==> config.mk <==
export PLATFORM = sky130hd
export DESIGN_NAME = dual_dac_regs
export DESIGN_NICKNAME = d
export VERILOG_FILES = /design/src/rtl/dual_dac_regs.sv
export SDC_FILE = /design/constraint.sdc
export NUM_CORES = 1
export LEC_CHECK = 0
export ABC_AREA = 1
export BUFFER_PORTS_ARGS = -buffer_cell sky130_fd_sc_hd__buf_2
export CELL_PAD_IN_SITES_DETAIL_PLACEMENT = 1
export CELL_PAD_IN_SITES_GLOBAL_PLACEMENT = 2
export CORE_MARGIN = 5
export CORE_UTILIZATION = 40
export CTS_CLUSTER_SIZE = 14
export DETAILED_ROUTE_END_ITERATION = 8
export GPL_ROUTABILITY_DRIVEN = 0
export PLACE_DENSITY_LB_ADDON = 0.1
export REMOVE_ABC_BUFFERS = 1
export SYNTH_ARGS = -nofsm -noshare
export SYNTH_HDL_FRONTEND = slang
export SYNTH_SLANG_ARGS = --single-unit
==> constraint.sdc <==
create_clock -name clk -period 4.6 [get_ports clk]
set_input_delay 0.92 -clock clk [delete_from_list [all_inputs] [get_ports clk]]
set_output_delay 0.92 -clock clk [all_outputs]
set_load 0.005 [all_outputs]
==> src/rtl/dual_dac_regs.sv <==
module dual_dac_regs #(
  parameter int DATA_W = 16
) (
  input  logic              clk,
  input  logic              rst_n,
  input  logic              cs_n,
  input  logic              sclk,
  input  logic              mosi,
  input  logic              load_n,
  output logic [DATA_W-1:0] dac_a,
  output logic [DATA_W-1:0] dac_b,
  output logic              gain_a,
  output logic              gain_b,
  output logic              ref_on
);
  localparam int FRAME_W = DATA_W + 8;
  localparam int CNT_W   = $clog2(FRAME_W + 1);
  localparam int KEEP_W  = FRAME_W - 3;
  localparam logic [2:0] C_WR = 3'b000, C_UPD = 3'b001, C_WRUPD = 3'b010,
                         C_LDEN = 3'b110, C_REF = 3'b111;

  logic              sclk_q, ld_q;
  logic [KEEP_W-1:0] shift_q;
  logic [CNT_W-1:0]  cnt_q;
  logic [1:0]        en_q;
  logic [DATA_W-1:0] in_q  [2];
  logic [DATA_W-1:0] out_q [2];

  wire sclk_fall = sclk_q & ~sclk;
  wire ld_fall   = ld_q & ~load_n;
  wire take      = ~cs_n & sclk_fall & (cnt_q < CNT_W'(FRAME_W));
  wire exec      = take & (cnt_q == CNT_W'(FRAME_W - 1));

  wire [2:0]        cmd  = shift_q[DATA_W+4:DATA_W+2];
  wire [2:0]        addr = shift_q[DATA_W+1:DATA_W-1];
  wire [DATA_W-1:0] data = {shift_q[DATA_W-2:0], mosi};

  logic [1:0] hit, wr, upd, sync;
  assign hit[0] = (addr == 3'b000) || (addr == 3'b111);
  assign hit[1] = (addr == 3'b001) || (addr == 3'b111);

  always_ff @(posedge clk or negedge rst_n) begin
    if (!rst_n) begin
      sclk_q  <= 1'b0;
      ld_q    <= 1'b0;
      shift_q <= '0;
      cnt_q   <= '0;
    end else begin
      sclk_q <= sclk;
      ld_q   <= load_n;
      if (cs_n) cnt_q <= '0;
      else if (take) begin
        cnt_q   <= cnt_q + 1'b1;
        shift_q <= {shift_q[KEEP_W-2:0], mosi};
      end
    end
  end

  for (genvar c = 0; c < 2; c++) begin : g_ch
    assign wr[c]   = exec & ((cmd == C_WR) | (cmd == C_WRUPD)) & hit[c];
    assign upd[c]  = (exec & (((cmd == C_UPD) & hit[c]) | (cmd == C_WRUPD)))
                   | (ld_fall & ~en_q[c]);
    assign sync[c] = en_q[c] | ~load_n;

    wire [DATA_W-1:0] in_next = wr[c] ? data : in_q[c];

    always_ff @(posedge clk or negedge rst_n) begin
      if (!rst_n) begin
        in_q[c]  <= '0;
        out_q[c] <= '0;
      end else begin
        in_q[c] <= in_next;
        if (upd[c] | (wr[c] & sync[c])) out_q[c] <= in_next;
      end
    end
  end

  always_ff @(posedge clk or negedge rst_n) begin
    if (!rst_n) begin
      en_q   <= 2'b00;
      ref_on <= 1'b0;
      gain_a <= 1'b0;
      gain_b <= 1'b0;
    end else if (exec) begin
      if (cmd == C_LDEN) en_q <= data[1:0];
      if (cmd == C_REF && data[0]) begin
        ref_on <= 1'b1;
        gain_a <= 1'b1;
        gain_b <= 1'b1;
      end
    end
  end

  assign dac_a = out_q[0];
  assign dac_b = out_q[1];

  p_discard_r11: assert property (@(posedge clk) disable iff (!rst_n)
    cs_n |=> (cnt_q == '0));
  p_staged_r3: assert property (@(posedge clk) disable iff (!rst_n)
    (exec && cmd == C_WR && hit[0] && !en_q[0] && load_n && !ld_fall) |=> $stable(dac_a));
  p_sync_write_r8: assert property (@(posedge clk) disable iff (!rst_n)
    (exec && wr[1] && sync[1]) |=> (dac_b == $past(data)));
  p_pin_masked_r6: assert property (@(posedge clk) disable iff (!rst_n)
    (ld_fall && en_q[0] && !exec) |=> $stable(dac_a));
  p_ref_r9: assert property (@(posedge clk) disable iff (!rst_n)
    (exec && cmd == C_REF && data[0]) |=> (ref_on && gain_a && gain_b));
  p_idle_hold_r1: assert property (@(posedge clk) disable iff (!rst_n)
    (!exec && !ld_fall) |=> ($stable(dac_a) && $stable(dac_b)));
endmodule

==> report_table.html <==
<table>
<tr><th>Metric</th><th>Value</th></tr>
<tr><th colspan="2">Setup path</th></tr>
<tr><td>Crit Path Class</td><td>input port to flop</td></tr>
<tr><td>Critical Path Stages</td><td>9</td></tr>
<tr><td>Data arrival, critical path</td><td>between 2 and 3 ns</td></tr>
<tr><td>Kind of capture point of the worst setup path</td><td>flop</td></tr>
<tr><td>Max stage delay cell, worst path</td><td>nor2_8</td></tr>
<tr><td>Required time of the critical path</td><td>4.88 ns</td></tr>
<tr><td>Worst path buffer plus inverter count</td><td>2</td></tr>
<tr><td>Worst path most repeated cell</td><td>nand2_1</td></tr>
<tr><td>Largest fanout on the critical path</td><td>30</td></tr>
<tr><td>Kind of cell adding the most delay to the critical path</td><td>simple AND/OR/NAND/NOR gates</td></tr>
<tr><td>Peak per-stage delay on the critical path</td><td>0.49 ns</td></tr>
<tr><td>Worst-case reg-to-reg path depth</td><td>8</td></tr>
<tr><td>Series of cell instances along the critical path</td><td>buf_2, nor2_2, nand3_2, buf_4, nor2_8, nand4_4, nand3_4, nand2_1, nand2_1</td></tr>
<tr><td>Launching element type of the critical path</td><td>input port</td></tr>
<tr><th colspan="2">Drt</th></tr>
<tr><td>Vias after detailed routing</td><td>3112</td></tr>
<tr><td>Per-cell via count in the routed design</td><td>slightly above 5</td></tr>
<tr><td>Iteration-0 DRC count of the detailed router</td><td>between 100 and 150</td></tr>
<tr><td>WL per Instance</td><td>between 15 and 20 um</td></tr>
<tr><td>DRC errors left</td><td>0</td></tr>
<tr><td>Count of antenna-violating nets left after detailed routing</td><td>0</td></tr>
<tr><td>Length of the first detailed-routing pass in iterations</td><td>4</td></tr>
<tr><td>Total routed wirelength</td><td>9590 um</td></tr>
<tr><th colspan="2">Layout</th></tr>
<tr><td>Fill cell total of the finished layout</td><td>1227</td></tr>
<tr><td>Area added between synthesis and finish</td><td>9.03%</td></tr>
<tr><td>Share of final-layout standard cells stronger than drive strength 1</td><td>25.5%</td></tr>
<tr><td>Nets@finish</td><td>481</td></tr>
<tr><td>Post-Route Utilization</td><td>about 45%</td></tr>
<tr><td>Number of diodes added for antenna fixing</td><td>0</td></tr>
<tr><th colspan="2">Hold path</th></tr>
<tr><td>Cell depth of the worst min-delay path</td><td>2</td></tr>
<tr><td>Path type of the worst min-delay path</td><td>flop to flop</td></tr>
<tr><th colspan="2">Die</th></tr>
<tr><td>Cell Rows</td><td>37</td></tr>
<tr><td>DIE AREA</td><td>0.0129 mm^2</td></tr>
<tr><td>Chip width</td><td>approximately 110 um</td></tr>
<tr><td>Vertical die dimension</td><td>113 um</td></tr>
<tr><td>Count of pins on the block boundary</td><td>41</td></tr>
<tr><td>Core footprint</td><td>0.0104 mm^2</td></tr>
<tr><td>Starting utilization of the core area</td><td>between 40% and 50%</td></tr>
<tr><th colspan="2">Clock tree</th></tr>
<tr><td>Worst skew pair latency</td><td>0.35 ns</td></tr>
<tr><td>Clock buffers created by TritonCTS</td><td>9</td></tr>
<tr><td>Sink count of the clock tree</td><td>95</td></tr>
<tr><td>Clock root buffer master</td><td>clkbuf_8</td></tr>
<tr><td>Clock tree from TritonCTS</td><td>built</td></tr>
<tr><td>Worst-case clock buffer depth</td><td>2</td></tr>
<tr><td>H-Tree Level Count</td><td>3</td></tr>
<tr><td>Number of gates given a new drive strength after cts</td><td>0</td></tr>
<tr><td>Hold-fix buffers at CTS</td><td>0</td></tr>
<tr><td>Clock slew seen by the registers of the worst setup and hold paths</td><td>roughly 0.09 ns</td></tr>
<tr><td>Number of setup buffers added after CTS</td><td>0</td></tr>
<tr><th colspan="2">Timing</th></tr>
<tr><td>Period utilization</td><td>57.3%</td></tr>
<tr><td>Setup repair after global routing missed its margin</td><td>false</td></tr>
<tr><td>Timing-limited maximum frequency</td><td>0.379 GHz</td></tr>
<tr><td>Number of failing hold endpoints at the final stage</td><td>0</td></tr>
<tr><td>Endpoints failing setup</td><td>0</td></tr>
<tr><td>Transition at the pin with the smallest max-transition slack</td><td>0.971 ns</td></tr>
<tr><td>Remaining max-slew budget at the tightest pin</td><td>about a third</td></tr>
<tr><td>Sum Neg Setup Slack</td><td>0 ns</td></tr>
<tr><td>Minimum period implied by the final worst setup slack</td><td>2.64 ns</td></tr>
<tr><td>Clk_skew</td><td>0.0104 ns</td></tr>
<tr><td>Max-slew violation count</td><td>0</td></tr>
<tr><th colspan="2">Pwr</th></tr>
<tr><td>Leakage power</td><td>2.55 nW</td></tr>
<tr><td>Power Dens Cells</td><td>339 mW/mm^2</td></tr>
<tr><td>Peak supply drop</td><td>0.000287 V</td></tr>
<tr><th colspan="2">Synth</th></tr>
<tr><td>Library cells used by synthesis</td><td>29</td></tr>
<tr><td>Count of synthesis-stage warnings from yosys</td><td>0</td></tr>
<tr><td>Sequential element share of the synthesized area</td><td>55.5%</td></tr>
<tr><td>Number of flops mapped to enable cells by yosys</td><td>0</td></tr>
<tr><td>Most used flip-flop cell after synthesis</td><td>dfrtp_1</td></tr>
<tr><td>Synth top area share</td><td>55.5%</td></tr>
<tr><td>Syn Area/Cell</td><td>9.66 um^2</td></tr>
<tr><td>Cell type contributing the most total cell area after synthesis</td><td>dfrtp_1</td></tr>
<tr><td>Share of synthesized flip-flops with an asynchronous set or reset</td><td>100%</td></tr>
<tr><td>Top cells by count, synth</td><td>nand2_1, dfrtp_1, nand2_2</td></tr>
<tr><td>Count leader, synth</td><td>nand2_1</td></tr>
<tr><td>Flop and latch count out of synthesis</td><td>95</td></tr>
<tr><td>Post-Synthesis Cell Area</td><td>0.00428 mm^2</td></tr>
<tr><td>Mapped Cells</td><td>443</td></tr>
<tr><td>Top cells by area, synth</td><td>dfrtp_1, nand2_1, nand2_2</td></tr>
<tr><th colspan="2">Run status</th></tr>
<tr><td>Outcome</td><td>completed</td></tr>
<tr><th colspan="2">GRT</th></tr>
<tr><td>Residual overflow from global routing</td><td>0</td></tr>
<tr><td>First-pass GRT wire length</td><td>17000 um</td></tr>
<tr><td>Global-route usage over all layers</td><td>16.2%</td></tr>
<tr><td>Antenna violations before repair</td><td>0</td></tr>
<tr><td>Maximum number of pins on one net before global-route repair</td><td>60</td></tr>
<tr><td>Vias in the first global route</td><td>3481</td></tr>
<tr><th colspan="2">Run</th></tr>
<tr><td>Count of max-cap constraint violations</td><td>0</td></tr>
<tr><th colspan="2">Placement</th></tr>
<tr><td>Half-perimeter wire length after placement</td><td>roughly 6500 um</td></tr>
<tr><td>Number of input and output port buffers inserted</td><td>40</td></tr>
</table>
## report_power, final
group / internal, mW / switching, mW
Sequential: 0.859 / 0.0342
Clock: 0.263 / 0.289
Combinational: 0.0266 / 0.109
Total: 1.15 / 0.432
## layer usage
layer | vias up | global-route usage (%) | wire, um
met5 | - | 0 | 0
met1 | 1565 | 20.5 | 4220
met4 | 0 | 4.01 | 116
met3 | 12 | 2.65 | 202
met2 | 27 | 28.9 | 5040
li1 | 1508 | - | -
## state kept, by name, summed over array words and instances, names as in the netlist
name / cells
ld_q: 1
cnt_q: 5
shift_q: 21
ref_on: 1
dac_b: 16
dac_a: 16
en_q: 2
sclk_q: 1
in_q: 32
## cells in the final DEF (no fill, tap or decap), types with 6 or more instances in the layout
master    instances
buf_2            39
inv_1            13
nand2_1         151
nand2_2          43
o21ai_0          10
nand4_1          32
nand3_1          38
clkbuf_8         10
dfrtp_1          95
nor2_1            6
## final timing paths
path                            startpoint           to  slack [ns]
worst min register to register    in_q[22]     in_q[22]        0.48
worst max-delay path                  sclk     dac_b[3]        1.96
worst max register to register    cnt_q[4]     dac_b[3]        2.25
min in group asynchronous            rst_n     dac_b[7]        0.64
worst min-delay path              in_q[22]     in_q[22]        0.48
max in group asynchronous            rst_n  shift_q[10]        2.97
## logic make-up after synthesis
group,share of synthesized area [%]
AND/OR/NAND/NOR,35.1
buffers and inverters,6.20
XOR/XNOR,0.205
AO/OA/AOI/OAI,2.69
adder cells (fa/ha/maj),0.292
flip-flops,55.5
## per-stage QoR
step	hold slack, ns	instances	setup WS (ns)	total power [mW]	instance area, um^2
global placement	0.454	599	1.58	1.05	4470
global route	0.500	614	1.75	1.66	4670
finish	0.478	614	1.96	1.58	4670
floorplan	0.438	420	1.81	0.988	4080
CTS	0.481	614	1.91	1.61	4670
detailed placement	0.458	599	1.55	1.05	4470
## final cells by class
| class | count | area [um^2] | share of cell area (%) |
|---|---|---|---|
| repair buffers | 43 | 225 | 4.83 |
| inverters | 16 | 60.1 | 1.29 |
| clock buffers | 10 | 138 | 2.95 |
| well taps | 136 | 170 | 3.65 |
| clock inverters | 5 | 58.8 | 1.26 |
| flip-flops and latches | 95 | 2380 | 50.9 |
| multi-input cells | 309 | 1640 | 35.1 |
## worst reg2reg max path, delay by kind of cell, from the launching register on
family,cells,cell delay (ns)
flip-flops,1,0.43
buffers and inverters,1,0.24
AND/OR/NAND/NOR,7,1.63
(Power assumes the default switching activity.)
